### config.mk
export PLATFORM = sky130hd
export DESIGN_NAME = wdw_top
export DESIGN_NICKNAME = d
export VERILOG_FILES = /design/src/rtl/wdw_pkg.sv /design/src/rtl/wdw_prescaler.sv /design/src/rtl/wdw_cfg_regs.sv /design/src/rtl/wdw_counter.sv /design/src/rtl/wdw_top.sv
export SDC_FILE = /design/constraint.sdc
export NUM_CORES = 1
export LEC_CHECK = 0
export ABC_AREA = 1
export BUFFER_PORTS_ARGS = -buffer_cell sky130_fd_sc_hd__buf_2
export CORE_UTILIZATION = 50
export DETAILED_ROUTE_END_ITERATION = 10
export PLACE_DENSITY = 0.79
export SYNTH_ARGS = -nofsm -noshare
export SYNTH_HDL_FRONTEND = slang
export SYNTH_SLANG_ARGS = --single-unit
### constraint.sdc
create_clock -name clk -period 3.1 [get_ports clk]
set_input_delay 0.465 -clock clk [delete_from_list [all_inputs] [get_ports clk]]
set_output_delay 0.465 -clock clk [all_outputs]
set_load 0.01 [all_outputs]
### src/rtl/wdw_pkg.sv
package wdw_pkg;
    localparam int CNT_W = 8;
    localparam int SEL_W = 2;
    localparam int PRE_W = (1 << SEL_W) - 1;

    typedef struct packed {
        logic [CNT_W-1:0] preload;
        logic [CNT_W-1:0] window;
        logic [CNT_W-1:0] match;
        logic [SEL_W-1:0] sel;
    } wdw_cfg_t;

    typedef struct packed {
        logic early;
        logic late;
        logic data;
    } wdw_flags_t;

    function automatic logic [PRE_W-1:0] tap_mask(input logic [SEL_W-1:0] sel);
        logic [PRE_W-1:0] m;
        for (int i = 0; i < PRE_W; i++) m[i] = (i < int'(sel));
        return m;
    endfunction
endpackage

### src/rtl/wdw_prescaler.sv
module wdw_prescaler
    import wdw_pkg::*;
(
    input  logic             clk,
    input  logic             rst,
    input  logic             restart,
    input  logic             freeze,
    input  logic [SEL_W-1:0] sel,
    output logic             tick
);
    logic [PRE_W-1:0] pre_q;

    always_ff @(posedge clk) begin
        if (rst || restart) pre_q <= '0;
        else if (!freeze)   pre_q <= pre_q + 1'b1;
    end

    assign tick = &(pre_q | ~tap_mask(sel));
endmodule

### src/rtl/wdw_cfg_regs.sv
module wdw_cfg_regs
    import wdw_pkg::*;
#(
    parameter logic [CNT_W-1:0] RST_PRELOAD = 8'hFF,
    parameter logic [CNT_W-1:0] RST_WINDOW  = 8'h7F,
    parameter logic [CNT_W-1:0] RST_MATCH   = 8'hA5
) (
    input  logic     clk,
    input  logic     rst,
    input  logic     wr,
    input  wdw_cfg_t wr_cfg,
    input  logic     wr_lock,
    output wdw_cfg_t cfg_q,
    output logic     locked_q,
    output logic     accept
);
    assign accept = wr && !locked_q;

    always_ff @(posedge clk) begin
        if (rst) begin
            cfg_q.preload <= RST_PRELOAD;
            cfg_q.window  <= RST_WINDOW;
            cfg_q.match   <= RST_MATCH;
            cfg_q.sel     <= '0;
            locked_q      <= 1'b0;
        end else if (accept) begin
            cfg_q    <= wr_cfg;
            locked_q <= wr_lock;
        end
    end
endmodule

### src/rtl/wdw_counter.sv
module wdw_counter
    import wdw_pkg::*;
#(
    parameter logic [CNT_W-1:0] RST_PRELOAD = 8'hFF
) (
    input  logic             clk,
    input  logic             rst,
    input  wdw_cfg_t         cfg,
    input  logic             cfg_load,
    input  logic [CNT_W-1:0] cfg_new_preload,
    input  logic             tick,
    input  logic             freeze,
    input  logic             svc,
    input  logic [CNT_W-1:0] svc_data,
    output logic [CNT_W-1:0] count_q,
    output wdw_flags_t       flags_q
);
    logic is_early, is_bad, expire;

    assign is_early = count_q > cfg.window;
    assign is_bad   = svc_data != cfg.match;
    assign expire   = tick && !freeze && (count_q == '0);

    always_ff @(posedge clk) begin
        if (rst) begin
            count_q <= RST_PRELOAD;
            flags_q <= '0;
        end else if (svc) begin
            flags_q.early <= flags_q.early | is_early;
            flags_q.data  <= flags_q.data  | is_bad;
            count_q       <= cfg.preload;
        end else if (cfg_load) begin
            count_q <= cfg_new_preload;
        end else if (expire) begin
            flags_q.late <= 1'b1;
            count_q      <= cfg.preload;
        end else if (tick && !freeze) begin
            count_q <= count_q - 1'b1;
        end
    end
endmodule

### src/rtl/wdw_top.sv
module wdw_top
    import wdw_pkg::*;
#(
    parameter logic [CNT_W-1:0] RST_PRELOAD = 8'hFF,
    parameter logic [CNT_W-1:0] RST_WINDOW  = 8'h7F,
    parameter logic [CNT_W-1:0] RST_MATCH   = 8'hA5
) (
    input  logic             clk,
    input  logic             rst,
    input  logic             cfg_we,
    input  logic [CNT_W-1:0] cfg_preload,
    input  logic [CNT_W-1:0] cfg_window,
    input  logic [CNT_W-1:0] cfg_match,
    input  logic [SEL_W-1:0] cfg_tick_sel,
    input  logic             cfg_lock,
    input  logic             svc_we,
    input  logic [CNT_W-1:0] svc_data,
    input  logic             dbg_freeze,
    output logic [CNT_W-1:0] wd_count,
    output logic             wd_locked,
    output logic             err_early,
    output logic             err_late,
    output logic             err_data,
    output logic             wd_err
);
    wdw_cfg_t   wr_cfg, cfg_q;
    wdw_flags_t flags;
    logic       cfg_ok, tick;
    logic [CNT_W-1:0] cur_preload, cur_window, cur_match;

    assign wr_cfg = '{preload: cfg_preload, window: cfg_window,
                      match: cfg_match, sel: cfg_tick_sel};

    wdw_cfg_regs #(
        .RST_PRELOAD(RST_PRELOAD), .RST_WINDOW(RST_WINDOW), .RST_MATCH(RST_MATCH)
    ) regs_i (
        .clk(clk), .rst(rst), .wr(cfg_we), .wr_cfg(wr_cfg), .wr_lock(cfg_lock),
        .cfg_q(cfg_q), .locked_q(wd_locked), .accept(cfg_ok)
    );

    wdw_prescaler pre_i (
        .clk(clk), .rst(rst), .restart(cfg_ok), .freeze(dbg_freeze),
        .sel(cfg_q.sel), .tick(tick)
    );

    wdw_counter #(.RST_PRELOAD(RST_PRELOAD)) cnt_i (
        .clk(clk), .rst(rst), .cfg(cfg_q), .cfg_load(cfg_ok),
        .cfg_new_preload(cfg_preload), .tick(tick), .freeze(dbg_freeze),
        .svc(svc_we), .svc_data(svc_data), .count_q(wd_count), .flags_q(flags)
    );

    assign cur_preload = cfg_q.preload;
    assign cur_window  = cfg_q.window;
    assign cur_match   = cfg_q.match;
    assign err_early   = flags.early;
    assign err_late    = flags.late;
    assign err_data    = flags.data;
    assign wd_err      = flags.early | flags.late | flags.data;
endmodule

* Word level (Yosys, flattened, before mapping) *
Index checks and enable logic that the tools add are counted.
Widths: inputs -> output; s select.

word-level totals
  register bits after elaboration = 41
  input bits = 40

operators by class
  $add $sub $neg = 2
  $lt $le $gt $ge = 4
  eq/ne operators = 1
  muxes and demuxes = 4
  bitwise logic cells = 8
  reductions and logical operators = 10

operators by type and width
  operator             count
  $mux 8               4
  $gt 8x8->1           1
  $logic_not 8->1      1
  $ne 8x8->1           1
  $sub 8x1->8 const B  1
  $reduce_and 3->1     2
  $lt 1x2->1 const A   2
  $or 1x1->1           4
  $reduce_bool 4->1    1
  $add 3x1->3 const B  1
  $logic_and 1x1->1    3
  $not 3->3            1
  $or 3x3->3           1
  $logic_not 1->1      2
  $lt 2x2->1 const A   1
  $not 1->1            2
  $logic_or 1x1->1     1

* Depth between registers and ports, before layout *
  depth after elaboration = 9
  gate-level depth with buffers = 12

* Modules after synthesis *
Synthesis repeated with hierarchy kept, for this count alone.

second synthesis, totals
  cells, all modules = 378
  area, all modules = 2437.3 µm²

modules (own cells, without submodules)
  module         times used  cells each  area each (µm²)  sequential area each (µm²)
  wdw_counter    1           217         1222.4           220.2
  wdw_cfg_regs   1           134         1042.2           540.5
  wdw_prescaler  1           24          161.4            60.1
  wdw_top        1           3           11.3             0.0

* Least setup slack after synthesis *
Ideal clock, no wire load.

  path kind = in2reg
  start point = in dbg_freeze
  end point = reg cnt_i.count_q[5]
  data arrival time = 1.286 ns
  required time = 2.985 ns
  path slack = 1.699 ns
  cell stages on the path = 8
  path through = or2_0 > nand2_2 > nand2_2 > nand2_2 > buf_6 > nand2_1 > a21oi_1 > nand2_1

between the ends
  word-level cells in the longest chain between the ends = 6

ends and longest elaborated chain
  item                   line                                  RTL
  start, declared        wdw_top.sv:18                         input logic dbg_freeze,
  $logic_not 1->1 (*)    wdw_counter.sv:22, wdw_counter.sv:37
  $logic_and 1x1->1 (*)  wdw_counter.sv:22, wdw_counter.sv:37
  $logic_and 1x1->1      wdw_counter.sv:22                     assign expire = tick && !freeze && (count_q == '0);
  $mux 8                 wdw_counter.sv:34                     end else if (expire) begin
  $mux 8                 wdw_counter.sv:32                     end else if (cfg_load) begin
  $mux 8                 wdw_counter.sv:28                     end else if (svc) begin
  end signal, assigned   wdw_counter.sv:31                     count_q <= cfg.preload;
  end signal, assigned   wdw_counter.sv:33                     count_q <= cfg_new_preload;
  end signal, assigned   wdw_counter.sv:36                     count_q <= cfg.preload;
  end, declared          wdw_counter.sv:15                     output logic [CNT_W-1:0] count_q,

Mark *: on every way between the ends. The rest lies on a longest branch, timed or not.
A chain may end at the register's enable or synchronous reset.

* Final worst setup path *
  start point = reg regs_i.locked_q
  end point = reg cnt_i.count_q[1]

between the ends
  word-level cells in the longest chain between the ends = 4

ends and longest elaborated chain
  item                    line                RTL
  start, declared         wdw_cfg_regs.sv:14  output logic locked_q,
  start signal, assigned  wdw_cfg_regs.sv:28  locked_q <= wr_lock;
  $logic_not 1->1 (*)     wdw_cfg_regs.sv:17  assign accept = wr && !locked_q;
  $logic_and 1x1->1 (*)   wdw_cfg_regs.sv:17
  $mux 8                  wdw_counter.sv:32
  $mux 8                  wdw_counter.sv:28

Marks and branches as above.

==> summary.md <==
| Metric | Value |
|---|---|
| Commonest non-fill, non-tap cell in the layout | `nand2_1` |
| Status | `completed` |
| Rel. slew slack | `40.6%` |
| Fin Hold WS | `0.379 ns` |
| Core Area | `4410 um2` |
| # port buffers | `52` |
| IO Pins | `53` |
| Die height | `approximately 70 um` |
| Initial Utilization | `52.4%` |
| Root Driver | `clkbuf_8` |
| Max clock buf depth | `2` |
| Reg2Reg Depth | `6` |
| Initial DRC count | `around 120` |
| H-tree levels | `2` |
| Total number of vias | `2263` |
| Final hold vios | `0` |
| Clk Latency, worst-skew pair | `0.29 ns` |
| First-pass GRT wire length | `9070 um` |
| Hold Path Stages | `3` |
| Seq/Total Area, Yosys | `35.5%` |
| Most frequent cells in the layout | `nand2_1 (99), buf_2 (52), inv_1 (43), dfxtp_1 (41), nor2_1 (37)` |
| Hold Path End | `regs_i.cfg_q[2]$_SDFFE_PP1P_` |
| CTS Buf Count | `5` |
| Reg-to-reg setup timing slack | `1.31 ns` |
| Gp weighted congestion | `0.842` |
| Clk slew on worst S/H paths | `around 0.08 ns` |
| Routed Antenna Nets | `0` |
| Worst VDD drop | `0.258 mV` |
| Crit Path Category | `reg2reg` |
| Required @ worst endpoint | `3.34 ns` |
| Cell area power density | `458 nW/um2` |
| Mapped Nets | `400` |
| Synth Instances | `349` |
| # placed instances | `around 440` |
| CP startpoint kind | `flip-flop` |
| Fin crit period | `roughly 1.8 ns` |
| CP Capture Type | `flip-flop` |
| Pre-Repair DR Iteration Count | `4` |
| Routed wire length | `roughly 5100 um` |
| Total power | `1.22 mW` |
| Setup TNS | `0 ns` |
| RSZ-0062 raised after global routing | `no` |
| Worst Tran Pin Value | `a little under 0.9 ns` |
| Post-route cell area | `2670 um2` |
| Largest net degree at the start of global routing | `between 40 and 50` |
| Setup Slack @ Placement | `1.05 ns` |
| Setup WS post-layout | `1.31 ns` |
| Synthesis-to-layout area growth | `15.5%` |
| Dpl cell area | `2590 um2` |
| Via-to-Cell Ratio | `5.04` |
| Final Core Density | `60.5%` |
| ANT cells | `0` |
| Ys Warns | `0` |
| Initial antenna violation count | `0` |
| Total global-route track usage | `22.9%` |
| FF+latch count, synth | `41` |
| Pins Over Slew Limit | `0` |
| NumNets Final | `around 450` |
| Die width | `70.0 um` |
| Worst Hold Class | `in2reg` |
| Vias in the first global route | `between 2000 and 2500` |
| P_leak | `about 1.5 nW` |
| Final setup fails | `0` |
| Die footprint | `4910 um2` |
| CP arrival | `slightly above 2 ns` |
| FF-to-FF End | `cnt_i.count_q[1]$_SDFFE_PP1P_` |
| Distinct cells, synth | `27` |
| Finished Layout Cells | `between 400 and 500` |
| DR WL/cell | `11.4 um` |
| DRC errors left | `0` |
| Clk sinks | `41` |
| Worst reg2reg path startpoint | `regs_i.locked_q$_SDFFE_PP0P_` |
| Maximum clock frequency | `558 MHz` |
| Row count | `24` |
| Cts hold-fix bufs | `0` |
| Worst Clk Skew | `around 0.0071 ns` |
| Hpwl dp | `3690 um` |
| Post-CTS setup buffers | `0` |
| # resized after CTS | `0` |
| Post-synthesis area per instance | `around 6.6 um2` |
| Synthesized area | `2310 um2` |
| TritonCTS clock tree | `built` |
| Critical path peak fanout | `15` |
| Remaining global-route overflow | `0` |
| Worst Setup SP | `regs_i.locked_q$_SDFFE_PP0P_` |
| Hold Path Origin | `cfg_match[0]` |
| Final critical-path share of the clock period | `around 58%` |
| Share of layout cells above drive strength 1 | `18.1%` |
| Max-Cap Viols | `0` |
sequential cells by signal, summed over array words and instances, names as in the netlist:
signal,cells
pre_i.pre_q,3
cnt_i.flags_q,3
cnt_i.count_q,8
regs_i.locked_q,1
regs_i.cfg_q,26
cells in the mapped netlist:
cell	n	share of area, %
nand3_4	1	0.76
nand4_1	3	0.81
clkbuf_1	4	0.65
ha_1	11	5.9
inv_1	43	7.0
nand3b_1	1	0.32
nor2_1	37	6.0
clkinv_1	4	0.65
xor2_1	1	0.38
nand2_1	99	16
o211ai_1	12	3.9
dfxtp_1	41	35
nand3_1	31	6.7
nor2_8	1	0.86
nand2_2	5	1.4
nor2_2	2	0.54
or2_2	3	0.81
nor3_1	2	0.43
inv_2	1	0.16
o21ai_0	15	3.2
a21oi_1	17	3.7
a31oi_1	1	0.27
or2_0	1	0.27
buf_6	1	0.49
buf_2	7	1.5
and2_1	1	0.27
xnor2_1	4	1.5
logic make-up (layout without fill, tap and decap cells):
| family | Yosys count | after routing | synth area share [%] |
|---|---|---|---|
| AO/OA/AOI/OAI | 45 | 45 | 11.1 |
| XOR/XNOR | 5 | 5 | 1.89 |
| adder cells (fa/ha/maj) | 11 | 11 | 5.95 |
| buffers and inverters | 60 | 108 | 10.4 |
| flip-flops | 41 | 41 | 35.5 |
| AND/OR/NAND/NOR | 187 | 187 | 35.2 |
worst max path at each step:
stage / depth (start not counted) / slack (ns) / endpoint
2_1_floorplan: 8 / 1.70 / cnt_i.count_q[5]$_SDFFE_PP1P_
3_5_place_dp: 6 / 1.05 / cnt_i.count_q[1]$_SDFFE_PP1P_
6_report: 6 / 1.31 / cnt_i.count_q[1]$_SDFFE_PP1P_
5_1_grt: 6 / 1.05 / cnt_i.count_q[2]$_SDFFE_PP1P_
3_3_place_gp: 6 / 1.10 / cnt_i.count_q[2]$_SDFFE_PP1P_
4_1_cts: 6 / 1.32 / cnt_i.count_q[1]$_SDFFE_PP1P_
where the power goes:
group	switching (mW)	internal, mW
clock network	0.180	0.177
logic	0.155	0.106
registers	0.0347	0.570
total	0.370	0.853
worst max-delay path, stage by stage (launching register included):
cell and delay (ns):
dfxtp_1 0.36, nor2_2 0.06, nor2_1 0.62, nand2_2 0.34, o21ai_0 0.23, inv_1 0.06
nand2_1 0.07
per-layer routing:
layer	part of all wire, %	global-route usage (%)	up-vias
met2	48	38.8	45
li1	-	-	1198
met5	0	0	-
met3	3.8	4.91	8
met1	47	28.2	1012
met4	1.7	9.11	0
cell type report:
type / count / area [um2]
Fill cell: 429 / 1740
Multi-Input combinational cell: 248 / 1250
Sequential cell: 41 / 821
Timing Repair Buffer: 53 / 268
Inverter: 48 / 180
Clock buffer: 7 / 86.3
Tap cell: 52 / 65.1
Note: power is estimated with default switching activity, not from simulation.
